**config.mk**
```make
export PLATFORM = sky130hd
export DESIGN_NAME = synth_cfg_loader
export DESIGN_NICKNAME = d
export VERILOG_FILES = /design/src/rtl/synth_cfg_pkg.sv /design/src/rtl/cfg_sync.sv /design/src/rtl/cfg_shifter.sv /design/src/rtl/synth_cfg_loader.sv
export SDC_FILE = /design/constraint.sdc
export NUM_CORES = 1
export LEC_CHECK = 0
export BUFFER_PORTS_ARGS = -buffer_cell sky130_fd_sc_hd__buf_4
export CAP_MARGIN = 20
export CORE_MARGIN = 8
export CORE_UTILIZATION = 55
export CTS_BUF_LIST = sky130_fd_sc_hd__clkbuf_4 sky130_fd_sc_hd__clkbuf_8
export DETAILED_ROUTE_END_ITERATION = 16
export PLACE_DENSITY = 0.85
export SYNTH_ARGS = -nofsm -noshare
export SYNTH_HDL_FRONTEND = slang
export SYNTH_SLANG_ARGS = --single-unit
```
**constraint.sdc**
```tcl
create_clock -name clk -period 2.5 [get_ports clk]
set_input_delay 0.25 -clock clk [delete_from_list [all_inputs] [get_ports clk]]
set_output_delay 0.25 -clock clk [all_outputs]
set_load 0.03 [all_outputs]
```
**src/rtl/synth_cfg_pkg.sv**
```systemverilog
package synth_cfg_pkg;
   localparam int M_W     = 9;
   localparam int N_W     = 2;
   localparam int T_W     = 2;
   localparam int NULL_W  = 1;
   localparam int FRAME_W = T_W + NULL_W + N_W + M_W;

   // first-shifted field sits at the top of the register
   typedef struct packed {
      logic [T_W-1:0]    t;
      logic [NULL_W-1:0] nul;
      logic [N_W-1:0]    n;
      logic [M_W-1:0]    m;
   } frame_t;
endpackage

```
**src/rtl/cfg_sync.sv**
```systemverilog
module cfg_sync #(
   parameter int            W       = 1,
   parameter int            STAGES  = 2,
   parameter logic [W-1:0]  RST_VAL = '0
) (
   input  logic         clk,
   input  logic         rst_n,
   input  logic [W-1:0] d,
   output logic [W-1:0] q
);
   generate
      if (STAGES < 2) begin : g_bad_stages
         $error("cfg_sync: STAGES must be at least 2");
      end
   endgenerate

   logic [STAGES-1:0][W-1:0] pipe;

   always_ff @(posedge clk) begin
      if (!rst_n) begin
         for (int i = 0; i < STAGES; i++) pipe[i] <= RST_VAL;
      end else begin
         pipe[0] <= d;
         for (int i = 1; i < STAGES; i++) pipe[i] <= pipe[i-1];
      end
   end

   assign q = pipe[STAGES-1];
endmodule

```
**src/rtl/cfg_shifter.sv**
```systemverilog
module cfg_shifter #(
   parameter int W = 14
) (
   input  logic         clk,
   input  logic         rst_n,
   input  logic         shift_en,
   input  logic         din,
   output logic [W-1:0] sr_o,
   output logic [W-1:0] sr_next_o
);
   generate
      if (W < 2) begin : g_bad_width
         $error("cfg_shifter: W must be at least 2");
      end
   endgenerate

   logic [W-1:0] sr_q;

   assign sr_next_o = shift_en ? {sr_q[W-2:0], din} : sr_q;

   always_ff @(posedge clk) begin
      if (!rst_n) sr_q <= '0;
      else        sr_q <= sr_next_o;
   end

   assign sr_o = sr_q;

   // no shift enable, register frozen
   a_r4_shift_gated: assert property (@(posedge clk) disable iff (!rst_n)
      !shift_en |=> (sr_q == $past(sr_q)));

   // an enabled shift lands the sampled bit at position 0
   a_r4_bit_enters: assert property (@(posedge clk) disable iff (!rst_n)
      shift_en |=> (sr_q[0] == $past(din)));
endmodule

```
**src/rtl/synth_cfg_loader.sv**
```systemverilog
module synth_cfg_loader
   import synth_cfg_pkg::*;
#(
   parameter int SYNC_STAGES = 2
) (
   input  logic           clk,
   input  logic           rst_n,
   input  logic [M_W-1:0] par_m_i,
   input  logic [N_W-1:0] par_n_i,
   input  logic           par_load_i,
   input  logic           ser_clk_i,
   input  logic           ser_data_i,
   input  logic           ser_load_i,
   input  logic           mr_i,
   output logic [M_W-1:0] m_o,
   output logic [N_W-1:0] n_o,
   output logic [T_W-1:0] t_o,
   output logic           par_mode_o,
   output logic           div_rst_o
);
   localparam int CTL_W = 5;
   localparam int DAT_W = M_W + N_W;
   // control bundle bit order: mr, strobe, load, sclk, sdata
   localparam logic [CTL_W-1:0] CTL_RST = 5'b01000;

   generate
      if (SYNC_STAGES < 2) begin : g_bad_sync
         $error("synth_cfg_loader: SYNC_STAGES must be at least 2");
      end
      if (FRAME_W != 14) begin : g_bad_frame
         $error("synth_cfg_loader: frame must be 14 bits");
      end
   endgenerate

   logic [CTL_W-1:0] ctl_s;
   logic [DAT_W-1:0] dat_s;

   cfg_sync #(.W(CTL_W), .STAGES(SYNC_STAGES), .RST_VAL(CTL_RST)) u_ctl_sync (
      .clk   (clk),
      .rst_n (rst_n),
      .d     ({mr_i, par_load_i, ser_load_i, ser_clk_i, ser_data_i}),
      .q     (ctl_s)
   );

   cfg_sync #(.W(DAT_W), .STAGES(SYNC_STAGES), .RST_VAL('0)) u_dat_sync (
      .clk   (clk),
      .rst_n (rst_n),
      .d     ({par_n_i, par_m_i}),
      .q     (dat_s)
   );

   logic mr_s, pload_s, sload_s, sclk_s, sdat_s;
   assign {mr_s, pload_s, sload_s, sclk_s, sdat_s} = ctl_s;

   logic sclk_d;
   always_ff @(posedge clk) begin
      if (!rst_n) sclk_d <= 1'b0;
      else        sclk_d <= sclk_s;
   end

   logic sclk_rise, shift_en;
   assign sclk_rise = sclk_s & ~sclk_d;
   assign shift_en  = pload_s & sclk_rise;

   frame_t sr_q, sr_nxt;

   cfg_shifter #(.W(FRAME_W)) u_shifter (
      .clk       (clk),
      .rst_n     (rst_n),
      .shift_en  (shift_en),
      .din       (sdat_s),
      .sr_o      (sr_q),
      .sr_next_o (sr_nxt)
   );

   logic [M_W-1:0] m_q;
   logic [N_W-1:0] n_q;
   logic [T_W-1:0] t_q;
   logic           mode_q;

   always_ff @(posedge clk) begin
      if (!rst_n) begin
         m_q    <= par_m_i;
         n_q    <= par_n_i;
         t_q    <= '0;
         mode_q <= 1'b1;
      end else if (!pload_s) begin
         m_q    <= dat_s[M_W-1:0];
         n_q    <= dat_s[DAT_W-1:M_W];
         mode_q <= 1'b1;
      end else if (sload_s) begin
         m_q    <= sr_nxt.m;
         n_q    <= sr_nxt.n;
         t_q    <= sr_nxt.t;
         mode_q <= 1'b0;
      end else if (shift_en) begin
         mode_q <= 1'b0;
      end
   end

   assign m_o        = m_q;
   assign n_o        = n_q;
   assign t_o        = t_q;
   assign par_mode_o = mode_q;
   assign div_rst_o  = mr_s;

   // strobe low puts the block in parallel mode
   a_r2_par_mode: assert property (@(posedge clk) disable iff (!rst_n)
      !pload_s |=> mode_q);

   // parallel pass-through never touches the test bits
   a_r2_t_untouched: assert property (@(posedge clk) disable iff (!rst_n)
      !pload_s |=> (t_q == $past(t_q)));

   // latched phases of both paths hold every output
   a_r3_latched_hold: assert property (@(posedge clk) disable iff (!rst_n)
      (pload_s && !sload_s) |=> (m_q == $past(m_q) && n_q == $past(n_q)
                                 && t_q == $past(t_q)));

   // with the load line high the outputs mirror the shift register
   a_r7_pass_through: assert property (@(posedge clk) disable iff (!rst_n)
      (pload_s && sload_s) |=> (m_q == sr_q.m && n_q == sr_q.n && t_q == sr_q.t));

   // the null slot is only a step in the chain between N and T
   a_r8_null_chain: assert property (@(posedge clk) disable iff (!rst_n)
      shift_en |=> (sr_q.nul[0] == $past(sr_q.n[N_W-1])));
endmodule

```
Yosys cells after proc, flatten, opt, wreduce, memory -nomap -nowiden
Index checks and enable logic that the tools add are counted.
{"block": "op_classes", "add_sub_neg": 0, "multipliers": 0, "div_mod_pow": 0, "order_cmp": 0, "n_eq_ne": 1, "shift": 0, "n_mux": 9, "bitwise": 3, "reduce_logical": 3}
{"operator": "$mux 9", "n": 3}
{"operator": "$mux 14", "n": 1}
{"operator": "$mux 2", "n": 3}
{"operator": "$reduce_and 2->1", "n": 2}
{"operator": "$ne 3x3->1 const B", "n": 1}
{"operator": "$and 1x1->1", "n": 2}
{"operator": "$mux 1", "n": 2}
{"operator": "$reduce_bool 2->1", "n": 1}
{"operator": "$not 1->1", "n": 1}
{"block": "totals", "reg_bits": 61, "latchBits": 0, "ram_bits": 0, "rom_bits": 0, "input_bits": 18, "output_inout_bits": 15, "word_cells": 27, "mem_count": 0}

Logic depth before layout (Yosys ltp)
Gate-level depths: netlist of run 1.
{"block": "depth", "ltp_word": 7, "mapped_depth": 4, "mapped_depth_nobuf": 3}

By module
Synthesis of run 1 repeated with hierarchy kept, for this count alone.
{"block": "unflattened", "cells_unflattened": 191, "hier_area_um2": 2332.2}
{"module": "synth_cfg_loader", "n_inst": 1, "cells_per_inst": 65, "area_each_um2": 748.2, "seq_area_each_um2": 410.4}
{"module": "cfg_sync (u_dat_sync)", "n_inst": 1, "cells_per_inst": 57, "area_each_um2": 703.2, "seq_area_each_um2": 440.4}
{"module": "cfg_shifter", "n_inst": 1, "cells_per_inst": 44, "area_each_um2": 580.6, "seq_area_each_um2": 280.3}
{"module": "cfg_sync (u_ctl_sync)", "n_inst": 1, "cells_per_inst": 25, "area_each_um2": 300.3, "seq_area_each_um2": 200.2}

Least setup slack after synthesis of run 1
No wires, ideal clock.
{"block": "synth_path", "path_kind": "input to register", "start": "input port rst_n", "end": "register m_q[0] (netlist: m_o[0]), enable pin", "setup_time_ps": 355, "arrival_ps": 851, "required_time_ps": 2145, "path_slack_ps": 1294, "stages": 3, "path_buffers": 2, "cell_sequence": "buf_4 -> buf_2 -> nand3_1"}
{"block": "synth_between", "elab_chain_cells": 1}
{"item": "start: declaration", "line": "synth_cfg_loader.sv:7", "source": "input logic rst_n,"}
{"item": "$ne 3x3->1 (no source line)"}
{"item": "end signal: assignment", "line": "synth_cfg_loader.sv:83", "source": "m_q <= par_m_i;"}
{"item": "end signal: assignment", "line": "synth_cfg_loader.sv:88", "source": "m_q <= dat_s[M_W-1:0];"}
{"item": "end signal: assignment", "line": "synth_cfg_loader.sv:92", "source": "m_q <= sr_nxt.m;"}
{"item": "end: declaration", "line": "synth_cfg_loader.sv:76", "source": "logic [M_W-1:0] m_q;"}
No other way between the ends.
A chain may end at the register's enable or synchronous reset.

Final worst setup path of run 1
{"block": "layout_path", "start": "register u_ctl_sync.pipe, in the netlist u_ctl_sync.q[1]", "end": "register n_q[1] (netlist: n_o[1]) (data pin)"}
{"block": "layout_between", "elab_chain_cells": 6}
{"item": "start: declaration", "line": "cfg_sync.sv:17", "source": "logic [STAGES-1:0][W-1:0] pipe;"}
{"item": "$and 1x1->1", "line": "synth_cfg_loader.sv:62", "source": "assign sclk_rise = sclk_s & ~sclk_d;"}
{"item": "$and 1x1->1", "line": "synth_cfg_loader.sv:63", "source": "assign shift_en = pload_s & sclk_rise;"}
{"item": "$mux 14", "line": "cfg_shifter.sv:19", "source": "assign sr_next_o = shift_en ? {sr_q[W-2:0], din} : sr_q;"}
{"item": "$mux 2", "line": "synth_cfg_loader.sv:91", "source": "end else if (sload_s) begin"}
{"item": "$mux 2", "line": "synth_cfg_loader.sv:87", "source": "end else if (!pload_s) begin"}
{"item": "$mux 2", "line": "synth_cfg_loader.sv:82", "source": "if (!rst_n) begin"}
{"item": "end signal: assignment", "line": "synth_cfg_loader.sv:84", "source": "n_q <= par_n_i;"}
{"item": "end signal: assignment", "line": "synth_cfg_loader.sv:89", "source": "n_q <= dat_s[DAT_W-1:M_W];"}
{"item": "end signal: assignment", "line": "synth_cfg_loader.sv:93", "source": "n_q <= sr_nxt.n;"}
{"item": "end: declaration", "line": "synth_cfg_loader.sv:77", "source": "logic [N_W-1:0] n_q;"}
No other way between the ends. The select of a mux whose other input is x is not followed.

==> impl_metrics.json, run 1 <==
{
  "drc": 0,
  "met1_usage": 0.159,
  "clk_latency_ps": 330,
  "tightest_slew_ps": 721,
  "slew_headroom": 0.518,
  "fin_skew_ps": 8.40,
  "whs_path_depth": 2,
  "syn_area_per_cell_um2": 10.9,
  "register_area_mm2": 0.00133,
  "htree_levels": 3,
  "rr_endpoint": "n_o[1]",
  "r2r_cells": 3,
  "maxSlewViolCount": 0,
  "crit_type": "register to register",
  "dieArea_mm2": 0.00630,
  "period_share": 0.614,
  "cts.clk_slew.worst_paths_ps": 60,
  "synth_fp_nets": 220,
  "die-width_um": 79.4,
  "gp_congestion": 0.738,
  "diodes": 0,
  "floorplan.initialDensity": 0.560,
  "core.rowCount": 23,
  "grt_usage": 0.147,
  "vias": 1436,
  "hold_path.startpoint": "par_load_i",
  "io_pins": 33,
  "synth_seq_cells": 61,
  "hp-class": "input port to register",
  "core_mm2": 0.00394,
  "startpoint_type": "register",
  "worstPathMaxFanout": 11,
  "grt_max_degree": 37,
  "timing.rr.start": "u_ctl_sync.q[1]",
  "antenna_found_initial": 0,
  "hpwlAfterDp_um": 2840,
  "finalHoldViolations": 0,
  "nNetsFinal": 253,
  "multi_input_area_um2": 797,
  "cp_cell_sequence": "and2b_1, mux2i_1, o21ai_1",
  "yosysWarnings": 0,
  "cts-buffers-inserted": 9,
  "ant_nets": 0,
  "drtIter0Drc": 86,
  "worst_ir_drop_vdd_mv": 0.486,
  "fin_setup_tns_ps": 0,
  "syn_area_mm2": 0.00221,
  "slowest_stage": "and2b_1",
  "required_ps": 2570,
  "final_common_cell": "dfxtp_1",
  "fillers": 307,
  "tritoncts": "done",
  "area.growth.synth_to_final_pct": 19.5,
  "clock_sinks": 61,
  "wl_per_cell_um": 13.9,
  "holdBufCountCts": 0,
  "critPathBufInv": 0,
  "arrival_ps": 1610,
  "drt_wl_total_um": 4030,
  "cts_buffer_depth": 2,
  "endpoint_kind": "register",
  "p_leak_nw": 1.06,
  "drt_first_pass_iters": 4,
  "r2r_setup_slack_ps": 960,
  "cp_top_family": "simple AND/OR/NAND/NOR gates",
  "layout_common_cells": "dfxtp_1 (50), buf_4 (33), and2_1 (32)",
  "drv_cap": 0,
  "setup_viol": 0,
  "post_drt_via_cell_ratio": 4.95,
  "path_depth": 3,
  "max_freq_mhz": 651,
  "drive_gt1_frac": 0.213,
  "cts_resized": 0,
  "post_cts_buffers": 0,
  "synth_cell_types": 22,
  "outcome": "finished clean",
  "total_power_mw": 2.08,
  "overflow": 0,
  "portBuffers": 32,
  "grt_pass1_wl_um": 6980,
  "grt_util_met3": 0.0766,
  "p_per_area_mw_per_mm2": 788,
  "grt_busiest_layer": "met2",
  "rsz0062_at_grt": "no",
  "first_global_vias": 1506,
  "grt_use_met2": 0.231,
  "die_h_um": 79.4,
  "min_to": "u_ctl_sync.pipe[3]",
  "synth_cells": 202,
  "max_stage_delay_ps": 530,
  "finalCriticalPeriod_ps": 1540,
  "seq_area_frac_synth": 0.602,
  "cts-root-buf": "clkbuf_8"
}
==> per-stage QoR <==
step | worst slack (ps) | hold WS [ps] | cells | cell area (um^2) | utilization
global route | 891 | 81.5 | 290 | 2640 | 0.670
floorplan | 1290 | 351 | 202 | 2210 | -
global placement | 934 | 394 | 274 | 2440 | 0.619
CTS | 966 | 80.8 | 290 | 2640 | 0.670
detailed placement | 909 | 395 | 274 | 2440 | 0.619
finish | 964 | 97.7 | 290 | 2640 | 0.670
==> per-layer routing <==
metal  wire length [um]  up-vias  share of wire
li1                   -      739              -
met1               1770      655           0.44
met2               1960       33           0.49
met3                212        9          0.053
met4                 89        0          0.022
met5                  0        -              0
==> where the power goes <==
part           total (mW)  leakage [nW]  switching, mW  internal (mW)
Combinational       0.164         0.431         0.0925         0.0716
Sequential           1.06         0.525         0.0150           1.05
Clock               0.857         0.108          0.351          0.507
==> state kept, by name, indices dropped and copies added, names as in the netlist <==
register and flops:
u_dat_sync.q 11, par_mode_o 1, m_o 9, u_ctl_sync.q 5, t_o 2, u_shifter.sr_o 14, u_dat_sync.pipe 11, n_o 2
u_ctl_sync.pipe 5, sclk_d 1
==> worst reg2reg max path, stage by stage (launching register included) <==
cell and delay, ps:
dfxtp_1 370, and2b_1 530, mux2i_1 290, o21ai_1 90
==> final cells by class <==
class	instances	share of cell area
multi-input cells	129	0.302
clock inverters	4	0.0175
flip-flops and latches	61	0.504
inverters	1	0.00142
repair buffers	33	0.0938
clock buffers	12	0.0578
well taps	50	0.0237
==> cells in the mapped netlist <==
cell type,number,area [um^2]
a21boi_1,12,90.1
a21oi_1,12,60.1
a31o_1,1,8.76
and2_1,32,200
and2b_1,5,37.5
and3b_2,1,10.0
buf_2,4,20.0
buf_4,2,15.0
buf_6,3,33.8
clkbuf_1,1,3.75
clkbuf_2,1,5.00
dfxtp_1,50,1000
edfxtp_1,11,330
inv_1,1,3.75
mux2i_1,14,140
nand2_1,25,93.8
nand2b_1,2,12.5
nand3_1,1,5.00
nand3b_2,1,11.3
nor2b_1,10,62.6
o21ai_0,1,5.00
o21ai_1,12,60.1
==> worst max-delay path by stage <==
| stage | from | end | slack [ps] |
|---|---|---|---|
| after CTS | u_ctl_sync.q[1] | n_o[1] | 970 |
| after detailed placement | rst_n | m_o[2] | 910 |
| after floorplan | rst_n | m_o[0] | 1290 |
| final | u_ctl_sync.q[1] | n_o[1] | 960 |
| after global placement | rst_n | m_o[2] | 930 |
| after global routing | u_ctl_sync.q[1] | m_o[5] | 890 |
==> cell families (layout without fill, tap and decap cells) <==
| kind of cell | after synthesis | in the layout | share of synthesized area |
|---|---|---|---|
| AO/OA/AOI/OAI | 38 | 38 | 0.101 |
| buffers and inverters | 12 | 50 | 0.0368 |
| flip-flops | 61 | 61 | 0.602 |
| multiplexers | 14 | 14 | 0.0634 |
| AND/OR/NAND/NOR | 77 | 77 | 0.196 |
Power figures use the tool's default switching activity.
==> run 2, diff against run 1 <==
clock period = 1.5 ns   (was 2.5 ns; I/O delays follow)
==> run 2 against run 1 <==
Sequential share of layout area is 0.78 points lower. Maximum frequency rose by 14%. Total power up 60%. Largest power group unchanged. Critical endpoint is now m_o[0]. Largest cell class unchanged. Clock power up 49%. First-iteration DRC count up 15%. Core utilization rose by 1.0 points.
==> impl_metrics.json, run 2 (same netlist as run 1, synthesis figures left out) <==
{
  "dieArea_mm2": 0.00630,
  "drv_cap": 0,
  "ant_nets": 0,
  "cts_buffer_depth": 2,
  "gp_congestion": 0.798,
  "antenna_found_initial": 0,
  "drt_wl_total_um": 4160,
  "cts.clk_slew.worst_paths_ps": 60,
  "die_h_um": 79.4,
  "hpwlAfterDp_um": 2790,
  "nNetsFinal": 259,
  "maxSlewViolCount": 0,
  "drt_first_pass_iters": 5,
  "finalHoldViolations": 0,
  "cts-root-buf": "clkbuf_8",
  "first_global_vias": 1511,
  "clk_latency_ps": 330,
  "drtIter0Drc": 99,
  "vias": 1474,
  "fin_skew_ps": 7.40,
  "tritoncts": "done",
  "overflow": 0,
  "outcome": "finished clean",
  "largest_reg_flops": 14,
  "hp-class": "input port to register",
  "drc": 0,
  "diodes": 0,
  "cts-buffers-inserted": 9,
  "cp_top_family": "flip-flops",
  "io_pins": 33,
  "floorplan.initialDensity": 0.560,
  "slew_headroom": 0.714,
  "p_per_area_mw_per_mm2": 1240,
  "fillers": 298,
  "fin_setup_tns_ps": 0,
  "required_ps": 1570,
  "endpoint_kind": "register",
  "core_mm2": 0.00394,
  "period_share": 0.895,
  "wl_per_cell_um": 14.1,
  "grt_usage": 0.144,
  "htree_levels": 3,
  "max_stage_delay_ps": 380,
  "post_cts_buffers": 0,
  "die-width_um": 79.4,
  "slowest_stage": "dfxtp_1",
  "area.growth.synth_to_final_pct": 21.4,
  "startpoint_type": "register",
  "multi_input_area_um2": 800,
  "critPathBufInv": 1,
  "cp_cell_sequence": "and2b_1, buf_12, mux2i_1, o21ai_1",
  "p_leak_nw": 1.09,
  "post_drt_via_cell_ratio": 4.98,
  "worst_ir_drop_vdd_mv": 1.07,
  "drive_gt1_frac": 0.232,
  "final_common_cell": "dfxtp_1",
  "register_area_mm2": 0.00133,
  "max_freq_mhz": 745,
  "finalCriticalPeriod_ps": 1340,
  "setup_viol": 0,
  "grt_max_degree": 26,
  "rsz0062_at_grt": "no",
  "grt_pass1_wl_um": 6840,
  "worstPathMaxFanout": 11,
  "clock_sinks": 61,
  "fin_util": 0.680,
  "layout_common_cells": "dfxtp_1 (50), buf_4 (37), and2_1 (32)",
  "core.rowCount": 23,
  "tightest_slew_ps": 426,
  "crit_type": "register to register",
  "arrival_ps": 1410,
  "portBuffers": 32
}
==> run 2: changes by cell type in the layout (fill, tap and decap cells not counted) <==
cell,previous run,this run
clkbuf_4,2,4
buf_12,0,1
inv_4,1,0
bufinv_16,1,0
nor2b_2,0,1
buf_4,33,37
dlygate4sd3_1,0,1
nor2b_1,10,9
==> run 2: per-layer routing <==
layer	routed length (um)	track usage	share of wire
met1	1700	0.146	0.41
met2	2100	0.240	0.50
met3	285	0.0788	0.068
met4	82	0.0648	0.020
met5	0	0	0
==> run 2: path summary, 6_finish.rpt <==
kind / depth (start not counted) / endpoint / from / slack [ps]
worst min-delay path: 2 / u_dat_sync.pipe[7] / par_m_i[7] / 30
worst max-delay path: 4 / m_o[0] / u_ctl_sync.q[1] / 160
worst max register to register: 4 / m_o[0] / u_ctl_sync.q[1] / 160
worst min register to register: 1 / u_ctl_sync.q[3] / u_ctl_sync.pipe[3] / 430
==> run 2: per-stage QoR <==
step,worst slack (ps),cells,total power [mW],instance area (um^2),hold WS [ps]
after floorplan,324,202,1.98,2210,251
after global placement,232,279,2.09,2490,332
after detailed placement,132,279,2.09,2490,344
after CTS,66.3,296,3.37,2680,12.8
after global routing,89.7,296,3.48,2680,8.34
final,158,296,3.34,2680,27.3
==> run 2: timing repair <==
item,in CTS,in global routing
hold endpoints to repair,1,0
resized for setup,0,1
endpoints found under the setup margin,0,9
hold buffers,1,0
==> run 2: final cells by class <==
cell class              count  area share
inverters                   1     0.00140
clock buffers              14      0.0625
multi-input cells         129       0.298
flip-flops and latches     61       0.496
well taps                  50      0.0233
repair buffers             39       0.115
clock inverters             2     0.00373
==> run 2: power breakdown <==
group	internal, mW	total (mW)	switching, mW	leakage, nW
logic	0.132	0.289	0.157	0.463
registers	1.74	1.77	0.0245	0.525
clock network	0.713	1.28	0.566	0.0981
total	2.59	3.34	0.747	1.09
==> run 3, diff against run 2 <==
CORE_UTILIZATION = 58   (was 55)
PLACE_DENSITY = 0.89   (was 0.85)
==> run 3 against run 2 <==
Cell area up 0.33%. Sequential cell count unchanged. Combinational power about the same. Via count up 2.2%. Critical endpoint is now m_o[2]. Largest cell class unchanged.
==> impl_metrics.json, run 3 (same netlist as run 1, synthesis figures left out) <==
{
  "outcome": "finished clean",
  "grt_pass1_wl_um": 6760,
  "setup_viol": 0,
  "area.growth.synth_to_final_pct": 21.8,
  "htree_levels": 3,
  "p_seq_frac": 0.520,
  "largest_reg_flops": 14,
  "clock_sinks": 61,
  "grt_usage": 0.143,
  "drtIter0Drc": 94,
  "p_sw_frac": 0.217,
  "ant_nets": 0,
  "dieArea_mm2": 0.00604,
  "die-width_um": 77.7,
  "cts.clk_slew.worst_paths_ps": 60,
  "startpoint_type": "register",
  "switchingPower_uw": 740,
  "maxSlewViolCount": 0,
  "grt_max_degree": 24,
  "power_frac_comb": 0.085,
  "vias": 1506,
  "worstPathMaxFanout": 10,
  "arrival_ps": 1520,
  "r2r_cells": 3,
  "nNetsFinal": 259,
  "io_pins": 33,
  "r2r_setup_slack_ps": 150,
  "post_drt_via_cell_ratio": 5.14,
  "slew_headroom": 0.566,
  "finalHoldViolations": 0,
  "endpoint_kind": "register",
  "whs_path_depth": 2,
  "hold_path.startpoint": "ser_load_i",
  "required_ps": 1670,
  "worst_ir_drop_vdd_mv": 0.875,
  "final_common_cell": "dfxtp_1",
  "cts_buffer_depth": 2,
  "fin_ws_ps": 147,
  "cts_resized": 0,
  "p_leak_nw": 1.09,
  "drc": 0,
  "wl_per_cell_um": 13.9,
  "finalCriticalPeriod_ps": 1350,
  "period_share": 0.902,
  "place_area_mm2": 0.00249,
  "floorplan.initialDensity": 0.604,
  "tightest_slew_ps": 650,
  "cts-root-buf": "clkbuf_8",
  "first_global_vias": 1521,
  "overflow": 0,
  "rsz0062_at_grt": "no",
  "max_freq_mhz": 739,
  "clk_latency_ps": 330,
  "fin_skew_ps": 7.54,
  "core_mm2": 0.00366,
  "min_to": "u_ctl_sync.pipe[2]",
  "intPower_mw": 2.66,
  "layout_common_cells": "dfxtp_1 (50), buf_4 (37), and2_1 (32)",
  "hp-class": "input port to register",
  "rr_endpoint": "m_o[2]",
  "diodes": 0,
  "hpwlAfterDp_um": 2920,
  "core.rowCount": 22,
  "drv_cap": 0,
  "whs_ps": 28.4,
  "finalInstanceArea_mm2": 0.00269,
  "gp_congestion": 0.729,
  "drt_first_pass_iters": 4,
  "drt_wl_total_um": 4070,
  "crit_type": "register to register",
  "pre_cts_slack_ps": 179,
  "tritoncts": "done",
  "fin_setup_tns_ps": 0,
  "fin_util": 0.735,
  "portBuffers": 32,
  "die_h_um": 77.7,
  "timing.rr.start": "u_ctl_sync.q[3]",
  "cts-buffers-inserted": 9,
  "drive_gt1_frac": 0.224,
  "antenna_found_initial": 0,
  "clkPwrFrac": 0.395,
  "p_per_area_mw_per_mm2": 1260
}
==> run 3: worst max-delay path by stage <==
stage               startpoint      to  slack, ps  cells after the start
2_1_floorplan           sclk_d  m_o[0]        320                      4
5_1_grt        u_ctl_sync.q[3]  m_o[7]         30                      3
3_5_place_dp   u_ctl_sync.q[3]  m_o[7]        180                      3
6_report       u_ctl_sync.q[3]  m_o[2]        150                      3
3_3_place_gp   u_ctl_sync.q[1]  n_o[1]        250                      4
4_1_cts        u_ctl_sync.q[3]  m_o[2]        160                      3
==> run 3: metrics by stage <==
step                power [mW]  cells
finish                    3.40    293
global route              3.54    293
CTS                       3.45    293
detailed placement        2.09    277
global placement          2.08    277
floorplan                 1.98    202
==> run 3: worst max-delay path: stages (launching register included) <==
cell     delay (ps)
dfxtp_1         370
nor2b_1         540
a21oi_1         170
o21ai_1         120
==> run 3: metal layers <==
metal  vias up  global-route usage  wire length (um)  share of wire
met1       701               0.137              1610           0.40
met3         8              0.0829               294          0.072
met4         0              0.0453                46          0.011
met2        49               0.253              2110           0.52
li1        748                   -                 -              -
met5         -                   0                 0              0
==> run 3: final cells by class <==
class / instances / area (um^2)
clock buffers: 14 / 186
clock inverters: 1 / 5.00
fillers: 257 / 970
inverters: 1 / 3.75
multi-input cells: 129 / 797
flip-flops and latches: 61 / 1330
well taps: 48 / 60.1
repair buffers: 39 / 308
==> run 3: power by group through the flow <==
stage | sequential [mW] | combinational [mW] | clock [mW]
after floorplan | 1.86 | 0.117 | 0
after global placement | 1.80 | 0.283 | 0
after detailed placement | 1.80 | 0.288 | 0
after CTS | 1.77 | 0.293 | 1.38
after global routing | 1.77 | 0.312 | 1.45
final | 1.77 | 0.290 | 1.34
==> run 3: what timing repair did <==
action,in CTS,in global routing
endpoints found under the hold margin,1,0
setup buffers,0,0
hold buffers,1,0
